## src/rtl/ttw_pkg.sv

```systemverilog
package ttw_pkg;
  localparam int ADDR_W   = 32;
  localparam int DOM_W    = 4;
  localparam int DOM_LSB  = 5;
  localparam int AP_W     = 2;
  localparam int SUBPAGES = 4;
  localparam int PERM_W   = AP_W * SUBPAGES;
  localparam int SEC_AP_LSB  = 10;
  localparam int PAGE_AP_LSB = 4;

  typedef enum logic [2:0] {
    S_IDLE, S_L1_REQ, S_L1_WAIT, S_L2_REQ, S_L2_WAIT, S_DONE
  } walk_state_e;

  typedef enum logic [1:0] {
    PG_SECTION = 2'd0, PG_LARGE = 2'd1, PG_SMALL = 2'd2, PG_TINY = 2'd3
  } page_size_e;

  typedef enum logic [1:0] {
    L1_FAULT = 2'd0, L1_COARSE = 2'd1, L1_SECTION = 2'd2, L1_FINE = 2'd3
  } l1_kind_e;

  typedef enum logic [1:0] {
    L2_FAULT = 2'd0, L2_LARGE = 2'd1, L2_SMALL = 2'd2, L2_TINY = 2'd3
  } l2_kind_e;

  typedef struct packed {
    logic                fault;
    page_size_e          size;
    logic [ADDR_W-1:0]   base;
    logic [PERM_W-1:0]   perm;
  } xlat_t;

  localparam xlat_t XLAT_FAULT = '{fault: 1'b1, size: PG_SECTION,
                                   base: '0, perm: '0};
endpackage

```

## src/rtl/ttw_l1_dec.sv

```systemverilog
module ttw_l1_dec
  import ttw_pkg::*;
#(
  parameter int L1_IDX_W     = 12,
  parameter int COARSE_IDX_W = 8,
  parameter int FINE_IDX_W   = 10
) (
  input  logic [ADDR_W-1:0] desc,
  input  logic [ADDR_W-1:0] mva,
  output l1_kind_e          kind,
  output logic              descend,
  output logic              is_fine,
  output logic [DOM_W-1:0]  dom,
  output logic [ADDR_W-1:0] l2_addr,
  output xlat_t             sec_res
);
  localparam int SEC_SHIFT   = ADDR_W - L1_IDX_W;
  localparam int C_IDX_LSB   = SEC_SHIFT - COARSE_IDX_W;
  localparam int C_BASE_LSB  = COARSE_IDX_W + 2;
  localparam int F_IDX_LSB   = SEC_SHIFT - FINE_IDX_W;
  localparam int F_BASE_LSB  = FINE_IDX_W + 2;

  logic [ADDR_W-1:0] coarse_addr;
  logic [ADDR_W-1:0] fine_addr;

  assign kind    = l1_kind_e'(desc[1:0]);
  assign descend = (kind == L1_COARSE) || (kind == L1_FINE);
  assign is_fine = (kind == L1_FINE);
  assign dom     = desc[DOM_LSB +: DOM_W];

  assign coarse_addr = {desc[ADDR_W-1:C_BASE_LSB], mva[SEC_SHIFT-1:C_IDX_LSB], 2'b00};
  assign fine_addr   = {desc[ADDR_W-1:F_BASE_LSB], mva[SEC_SHIFT-1:F_IDX_LSB], 2'b00};
  assign l2_addr     = is_fine ? fine_addr : coarse_addr;

  always_comb begin
    if (kind == L1_SECTION) begin
      sec_res.fault = 1'b0;
      sec_res.size  = PG_SECTION;
      sec_res.base  = {desc[ADDR_W-1:SEC_SHIFT], {SEC_SHIFT{1'b0}}};
      sec_res.perm  = {SUBPAGES{desc[SEC_AP_LSB +: AP_W]}};
    end else begin
      sec_res = XLAT_FAULT;
    end
  end
endmodule

```

## src/rtl/ttw_l2_dec.sv

```systemverilog
module ttw_l2_dec
  import ttw_pkg::*;
#(
  parameter int LARGE_SHIFT = 16,
  parameter int SMALL_SHIFT = 12,
  parameter int TINY_SHIFT  = 10
) (
  input  logic [ADDR_W-1:0] desc,
  input  logic              from_fine,
  output xlat_t             res
);
  l2_kind_e kind;
  assign kind = l2_kind_e'(desc[1:0]);

  always_comb begin
    res = XLAT_FAULT;
    unique case (kind)
      L2_LARGE: begin
        res.fault = 1'b0;
        res.size  = PG_LARGE;
        res.base  = {desc[ADDR_W-1:LARGE_SHIFT], {LARGE_SHIFT{1'b0}}};
        res.perm  = desc[PAGE_AP_LSB +: PERM_W];
      end
      L2_SMALL: begin
        res.fault = 1'b0;
        res.size  = PG_SMALL;
        res.base  = {desc[ADDR_W-1:SMALL_SHIFT], {SMALL_SHIFT{1'b0}}};
        res.perm  = desc[PAGE_AP_LSB +: PERM_W];
      end
      L2_TINY: begin
        if (from_fine) begin
          res.fault = 1'b0;
          res.size  = PG_TINY;
          res.base  = {desc[ADDR_W-1:TINY_SHIFT], {TINY_SHIFT{1'b0}}};
          res.perm  = {SUBPAGES{desc[PAGE_AP_LSB +: AP_W]}};
        end
      end
      default: res = XLAT_FAULT;
    endcase
  end
endmodule

```

## src/rtl/ttw_ctrl.sv

```systemverilog
module ttw_ctrl
  import ttw_pkg::*;
(
  input  logic              clk,
  input  logic              rst,
  input  logic              start,
  input  logic [ADDR_W-1:0] l1_addr,
  input  logic [ADDR_W-1:0] l2_addr,
  input  logic              l1_descend,
  input  logic              rd_gnt,
  input  logic              rd_rvalid,
  output logic              rd_req,
  output logic [ADDR_W-1:0] rd_addr,
  output logic              accept,
  output logic              l1_take,
  output logic              l2_take,
  output logic              busy,
  output logic              done
);
  walk_state_e st, st_n;

  assign accept  = (st == S_IDLE) && start;
  assign l1_take = (st == S_L1_WAIT) && rd_rvalid;
  assign l2_take = (st == S_L2_WAIT) && rd_rvalid;

  always_comb begin
    st_n = st;
    unique case (st)
      S_IDLE:    if (start)     st_n = S_L1_REQ;
      S_L1_REQ:  if (rd_gnt)    st_n = S_L1_WAIT;
      S_L1_WAIT: if (rd_rvalid) st_n = l1_descend ? S_L2_REQ : S_DONE;
      S_L2_REQ:  if (rd_gnt)    st_n = S_L2_WAIT;
      S_L2_WAIT: if (rd_rvalid) st_n = S_DONE;
      S_DONE:                   st_n = S_IDLE;
      default:                  st_n = S_IDLE;
    endcase
  end

  always_ff @(posedge clk) begin
    if (rst) begin
      st      <= S_IDLE;
      rd_addr <= '0;
      rd_req  <= 1'b0;
      busy    <= 1'b0;
      done    <= 1'b0;
    end else begin
      st     <= st_n;
      rd_req <= (st_n == S_L1_REQ) || (st_n == S_L2_REQ);
      busy   <= (st_n != S_IDLE);
      done   <= (st_n == S_DONE);
      if (accept)
        rd_addr <= l1_addr;
      else if (l1_take && l1_descend)
        rd_addr <= l2_addr;
    end
  end

  // request held with a stable address until granted
  p_req_hold_r10: assert property (@(posedge clk) disable iff (rst)
    rd_req && !rd_gnt |=> rd_req && $stable(rd_addr));
  // a granted request drops at once; no back-to-back reads
  p_one_out_r10: assert property (@(posedge clk) disable iff (rst)
    rd_req && rd_gnt |=> !rd_req);
  // completion is a single-cycle pulse followed by idle
  p_done_pulse_r11: assert property (@(posedge clk) disable iff (rst)
    done |=> !done && !busy);
  // descriptor reads are word aligned
  p_aligned_r2: assert property (@(posedge clk) disable iff (rst)
    rd_req |-> rd_addr[1:0] == 2'b00);
endmodule

```

## src/rtl/ttw_walker.sv

```systemverilog
module ttw_walker
  import ttw_pkg::*;
#(
  parameter int L1_IDX_W     = 12,
  parameter int COARSE_IDX_W = 8,
  parameter int FINE_IDX_W   = 10,
  parameter int LARGE_SHIFT  = 16,
  parameter int SMALL_SHIFT  = 12,
  parameter int TINY_SHIFT   = 10
) (
  input  logic              clk,
  input  logic              rst,
  input  logic              start,
  input  logic [31:0]       ttb,
  input  logic [31:0]       mva,
  output logic              rd_req,
  output logic [31:0]       rd_addr,
  input  logic              rd_gnt,
  input  logic              rd_rvalid,
  input  logic [31:0]       rd_rdata,
  output logic              busy,
  output logic              done,
  output logic              fault,
  output logic [31:0]       phys_base,
  output logic [1:0]        page_size,
  output logic [3:0]        domain,
  output logic [7:0]        perm
);
  localparam int SEC_SHIFT = ADDR_W - L1_IDX_W;
  localparam int TBL_LSB   = L1_IDX_W + 2;

  logic [ADDR_W-1:0] mva_q;
  logic              fine_q;
  logic [ADDR_W-1:0] l1_addr;
  logic              accept, l1_take, l2_take;

  l1_kind_e          l1_kind;
  logic              l1_descend, l1_fine;
  logic [DOM_W-1:0]  l1_dom;
  logic [ADDR_W-1:0] l2_addr;
  xlat_t             l1_res, l2_res, res_q;

  assign l1_addr = {ttb[ADDR_W-1:TBL_LSB], mva[ADDR_W-1:SEC_SHIFT], 2'b00};

  ttw_ctrl u_ctrl (
    .clk        (clk),
    .rst        (rst),
    .start      (start),
    .l1_addr    (l1_addr),
    .l2_addr    (l2_addr),
    .l1_descend (l1_descend),
    .rd_gnt     (rd_gnt),
    .rd_rvalid  (rd_rvalid),
    .rd_req     (rd_req),
    .rd_addr    (rd_addr),
    .accept     (accept),
    .l1_take    (l1_take),
    .l2_take    (l2_take),
    .busy       (busy),
    .done       (done)
  );

  ttw_l1_dec #(
    .L1_IDX_W     (L1_IDX_W),
    .COARSE_IDX_W (COARSE_IDX_W),
    .FINE_IDX_W   (FINE_IDX_W)
  ) u_l1 (
    .desc    (rd_rdata),
    .mva     (mva_q),
    .kind    (l1_kind),
    .descend (l1_descend),
    .is_fine (l1_fine),
    .dom     (l1_dom),
    .l2_addr (l2_addr),
    .sec_res (l1_res)
  );

  ttw_l2_dec #(
    .LARGE_SHIFT (LARGE_SHIFT),
    .SMALL_SHIFT (SMALL_SHIFT),
    .TINY_SHIFT  (TINY_SHIFT)
  ) u_l2 (
    .desc      (rd_rdata),
    .from_fine (fine_q),
    .res       (l2_res)
  );

  always_ff @(posedge clk) begin
    if (rst) begin
      mva_q  <= '0;
      fine_q <= 1'b0;
      domain <= '0;
      res_q  <= '{fault: 1'b0, size: PG_SECTION, base: '0, perm: '0};
    end else begin
      if (accept)
        mva_q <= mva;
      if (l1_take) begin
        domain <= l1_dom;
        fine_q <= l1_fine;
        if (!l1_descend)
          res_q <= l1_res;
      end
      if (l2_take)
        res_q <= l2_res;
    end
  end

  assign fault     = res_q.fault;
  assign phys_base = res_q.base;
  assign page_size = res_q.size;
  assign perm      = res_q.perm;

  // a fault never leaves a base address or permissions behind
  p_fault_clean_r9: assert property (@(posedge clk) disable iff (rst)
    done && fault |-> phys_base == '0 && perm == '0);
  // sections are 1 MB aligned
  p_section_align_r4: assert property (@(posedge clk) disable iff (rst)
    done && !fault && page_size == PG_SECTION |-> phys_base[SEC_SHIFT-1:0] == '0);
  // tiny pages come only from fine tables
  p_tiny_fine_r8: assert property (@(posedge clk) disable iff (rst)
    done && !fault && page_size == PG_TINY |-> fine_q);
  // results stay put between walks
  p_hold_r11: assert property (@(posedge clk) disable iff (rst)
    !busy && !$past(busy) && !start |=> $stable(phys_base) && $stable(perm) && $stable(domain));
endmodule

```

## config.mk

```make
export PLATFORM = sky130hd
export DESIGN_NAME = ttw_walker
export DESIGN_NICKNAME = d
export VERILOG_FILES = /design/src/rtl/ttw_pkg.sv /design/src/rtl/ttw_l1_dec.sv /design/src/rtl/ttw_l2_dec.sv /design/src/rtl/ttw_ctrl.sv /design/src/rtl/ttw_walker.sv
export SDC_FILE = /design/constraint.sdc
export NUM_CORES = 1
export LEC_CHECK = 0
export ABC_AREA = 1
export BUFFER_PORTS_ARGS = -buffer_cell sky130_fd_sc_hd__clkbuf_2
export CAP_MARGIN = 5
export CORE_ASPECT_RATIO = 0.6
export CORE_MARGIN = 5
export CORE_UTILIZATION = 60
export CTS_BUF_LIST = sky130_fd_sc_hd__clkbuf_16
export DETAILED_ROUTE_END_ITERATION = 10
export PLACE_DENSITY = 0.88
export SLEW_MARGIN = 20
export SYNTH_ARGS = -nofsm -noshare
export SYNTH_HDL_FRONTEND = slang
export SYNTH_HIERARCHICAL = 1
export SYNTH_SLANG_ARGS = --single-unit
```

## constraint.sdc

```tcl
create_clock -name clk -period 4.85 [get_ports clk]
set_input_delay 1.455 -clock clk [delete_from_list [all_inputs] [get_ports clk]]
set_output_delay 1.455 -clock clk [all_outputs]
set_load 0.01 [all_outputs]
```

# == Word-level counts from Yosys, hierarchy flattened ==
# Cells that the tools add are included.
# op_classes
eq_ne,11
mux,16
reduce_logical,12
# ops
operator,count
$mux 43,5
$pmux 43 s3,1
$mux 32,2
$mux 3,6
$pmux 3 s5,1
$mux 12,1
$eq 3x2->1 const B,3
$eq 3x1->1 const B,2
$eq 3x3->1 const B,2
$eq 2x2->1 const B,2
$logic_and 1x1->1,4
$reduce_bool 2->1,2
$logic_not 3->1,1
$reduce_bool 3->1,1
$eq 2x1->1 const B,1
$logic_or 1x1->1,2
$ne 2x2->1 const B,1
$reduce_and 2->1,1
$reduce_or 2->1,1
# totals
ff_bits,106
input_bits,101
elab_cells,52

# == Depth between registers and ports, before layout ==
# logic_depth
depth_word,7
mapped_depth,12

# == Modules after synthesis ==
# The synthesis kept the hierarchy.
# modules_own_cells
module,n_inst,cells_each,area_each_um2,seq_area_each_um2
ttw_walker,1,581,3925.0,1601.5
ttw_ctrl,1,373,2414.8,760.7
ttw_l2_dec,1,173,907.1,0.0
ttw_l1_dec,1,124,706.9,0.0

# == Least setup slack after synthesis ==
# Ideal clock, no wire load.
# synth_timing
kind,in2reg
start,input port start
end,register mva_q[29] (netlist name)
setup_ns,0.116
arrival_ns,2.461
path_slack_ns,2.273
path_stages,10
cell_sequence,inv_1 nor2_8 nand2_4 buf_8 buf_6 inv_1 inv_1 buf_2 nor2_1 nor2_1
# synth_rtl
element,line,text
from (decl),ttw_walker.sv:13,"input logic start,"

# == Worst setup path after layout ==
# layout_timing
start,input port rd_rdata[0]
end,register u_ctrl.rd_addr[1]
# layout_via
elab_chain_len,3
word_cells_on_any_way,4
cone_classes,2 x eq/ne; 2 x reduce/logical
# layout_lines
element,line,text
from (decl),ttw_walker.sv:20,"input logic [31:0] rd_rdata,"
$eq 2x1->1 or $eq 2x2->1 (tied branches),ttw_l1_dec.sv:27,assign descend = (kind == L1_COARSE) || (kind == L1_FINE);
$logic_or 1x1->1 (*),ttw_l1_dec.sv:27,
$logic_and 1x1->1 (*),ttw_ctrl.sv:53,else if (l1_take && l1_descend)
to (signal assigned),ttw_ctrl.sv:52,rd_addr <= l1_addr;
to (signal assigned),ttw_ctrl.sv:54,rd_addr <= l2_addr;
to (decl),ttw_ctrl.sv:13,"output logic [ADDR_W-1:0] rd_addr,"
# Mark *: on every way between the ends. The rest lies on a longest branch, timed or not.
# A chain may end at the register's enable or synchronous reset.

==> impl_metrics.tcl <==
set metrics [dict create \
    outcome "finished clean" \
    crit_path_end_kind "register" \
    chipWidth_um 151.6 \
    fin_crit_ns 3.158 \
    drtAntennaViolNets 0 \
    p_leak_nw 4.689 \
    cts_buffer_depth 2 \
    vias_per_cell 4.946 \
    vias 6885 \
    grt_usage 0.2499 \
    clock-sinks 96 \
    area_growth_pct 4.787 \
    cts_inserted_buffers 9 \
    wl_per_cell_um 12.93 \
    wirelength_um 17990 \
    startpoint_type "input port" \
    hold_slack_ns 0.5147 \
    place_congestion 0.8281 \
    finalCritPeriodShare 0.6511 \
    syn_inst 1159 \
    h-tree-depth 3 \
    grt_pass1_wl_um 29050 \
    hold_buffers 0 \
    diodes 0 \
    core_region_area_um2 11910 \
    die_y_um 94.94 \
    powerDensity_nw_per_um2 273.6 \
    required_ns 5.09 \
    grt_overflow 0 \
    final_net_count 1323 \
    arrival_ns 3.40 \
    clockRootBuffer "clkbuf_16" \
    rsz0062_at_grt "false" \
    critPathKind "in -> reg" \
    path_max_fanout 64 \
    initial_core_util 0.6059 \
    clock_skew_ns 0.007735 \
    cts_tree "yes" \
    rows 31 \
    setup_viol 0 \
    grt_start_max_net_pins 95 \
    final_hold_viol_count 0 \
    worstMarginPinSlew_ns 1.079 \
    drtIter0Drc 606 \
    syn_avg_cell_area_um2 6.225 \
    grt_antenna_before_repair 0 \
    hpwl_um 12290 \
    synthesis.area_um2 7214 \
    die_area_um2 14390 \
    cts_resized 0 \
    grt_pass1_vias 6038 \
    drc 0 \
    io_pins 183 \
    port_buffers 156 \
    relSlewSlack 0.2791 \
    worstHoldPathType "reg -> reg" \
    drive_gt1_frac 0.2152 \
    ir_worst_vdd_v 0.0001670 \
    path_clk_slew_ns 0.07 \
    maxCapViolCount 0 \
    tns_ns 0 \
    finalMaxSlewViolations 0 \
    clock_latency_ns 0.35 \
    post-cts-setup-buffer-count 0 \
    max_clock_freq_ghz 0.3167 \
    ys_warn_count 6 \
    dr.pass1.iters 7 \
]
==> stage by stage <==
stage                     cells    util  instance area, um^2  total power [mW]  worst slack (ns)
after global routing       1392  0.6349                 7560             2.174             1.574
after floorplan            1192       -                 7338             1.275             2.347
after global placement     1376  0.6099                 7262             1.344             1.411
after CTS                  1392  0.6349                 7560             2.075             1.712
final                      1392  0.6349                 7560             2.069             1.692
after detailed placement   1376  0.6099                 7262             1.354             1.352
==> where the power goes <==
group / total [mW] / internal, mW / switching [mW] / leakage [nW]
registers: 0.879 / 0.843 / 0.0356 / 0.785
clock network: 0.728 / 0.400 / 0.328 / 0.143
logic: 0.462 / 0.168 / 0.294 / 3.76
==> path summary, 6_finish.rpt <==
kind	start	depth (start not counted)	slack, ns	end
max	rd_rdata[0]	4	1.69	u_ctrl/rd_addr[1]$_SDFFE_PP0P_
min	domain[2]$_SDFFE_PP0P_	2	0.51	domain[2]$_SDFFE_PP0P_
max reg2reg	u_ctrl/st[1]$_SDFF_PP0_	8	2.38	phys_base[28]$_SDFFE_PP0P_
min reg2reg	domain[2]$_SDFFE_PP0P_	2	0.51	domain[2]$_SDFFE_PP0P_
==> placed cells by master, fill, tap and decap left out, types with 2 or more instances in the layout <==
master	count
nand2_1	343
nor2_1	177
clkbuf_2	156
nand3_1	152
inv_1	126
dfxtp_1	96
nand3_2	40
conb_1	36
a21oi_2	20
o21ai_0	16
a21oi_1	12
clkbuf_16	9
buf_4	7
nand2_2	6
clkinv_1	4
nor3_2	4
nand2_4	3
clkinv_4	3
inv_4	2
nor2_8	2
inv_2	2
nor2_4	2
nor2_2	2
==> metal layers <==
layer,global-route usage,routed length [um],share of wire
met5,0,0,0
met4,0.05381,211,0.012
met3,0.06187,1619,0.090
met2,0.3683,7588,0.42
met1,0.3676,8573,0.48
==> layout make-up <==
class	count	area, um^2
clock inverters	7	72.57
multi-input cells	818	3787
well taps	165	206.4
inverters	134	513.0
fillers	1131	4348
clock buffers	9	225.2
flip-flops and latches	96	1922
repair buffers	163	833.3
==> registers in the layout, indices dropped and copies added, names as in the netlist <==
| register | flops |
|---|---|
| fine_q | 1 |
| phys_base | 32 |
| u_ctrl/busy | 1 |
| fault | 1 |
| perm | 8 |
| mva_q | 10 |
| u_ctrl/st | 3 |
| u_ctrl/done | 1 |
| u_ctrl/rd_req | 1 |
| page_size | 2 |
| domain | 4 |
| u_ctrl/rd_addr | 32 |
==> worst max-delay path: stages <==
cell	delay (ns)
clkbuf_2	0.49
nand4_4	0.92
a21oi_1	0.42
nor2_1	0.07
Power figures use the tool's default switching activity.
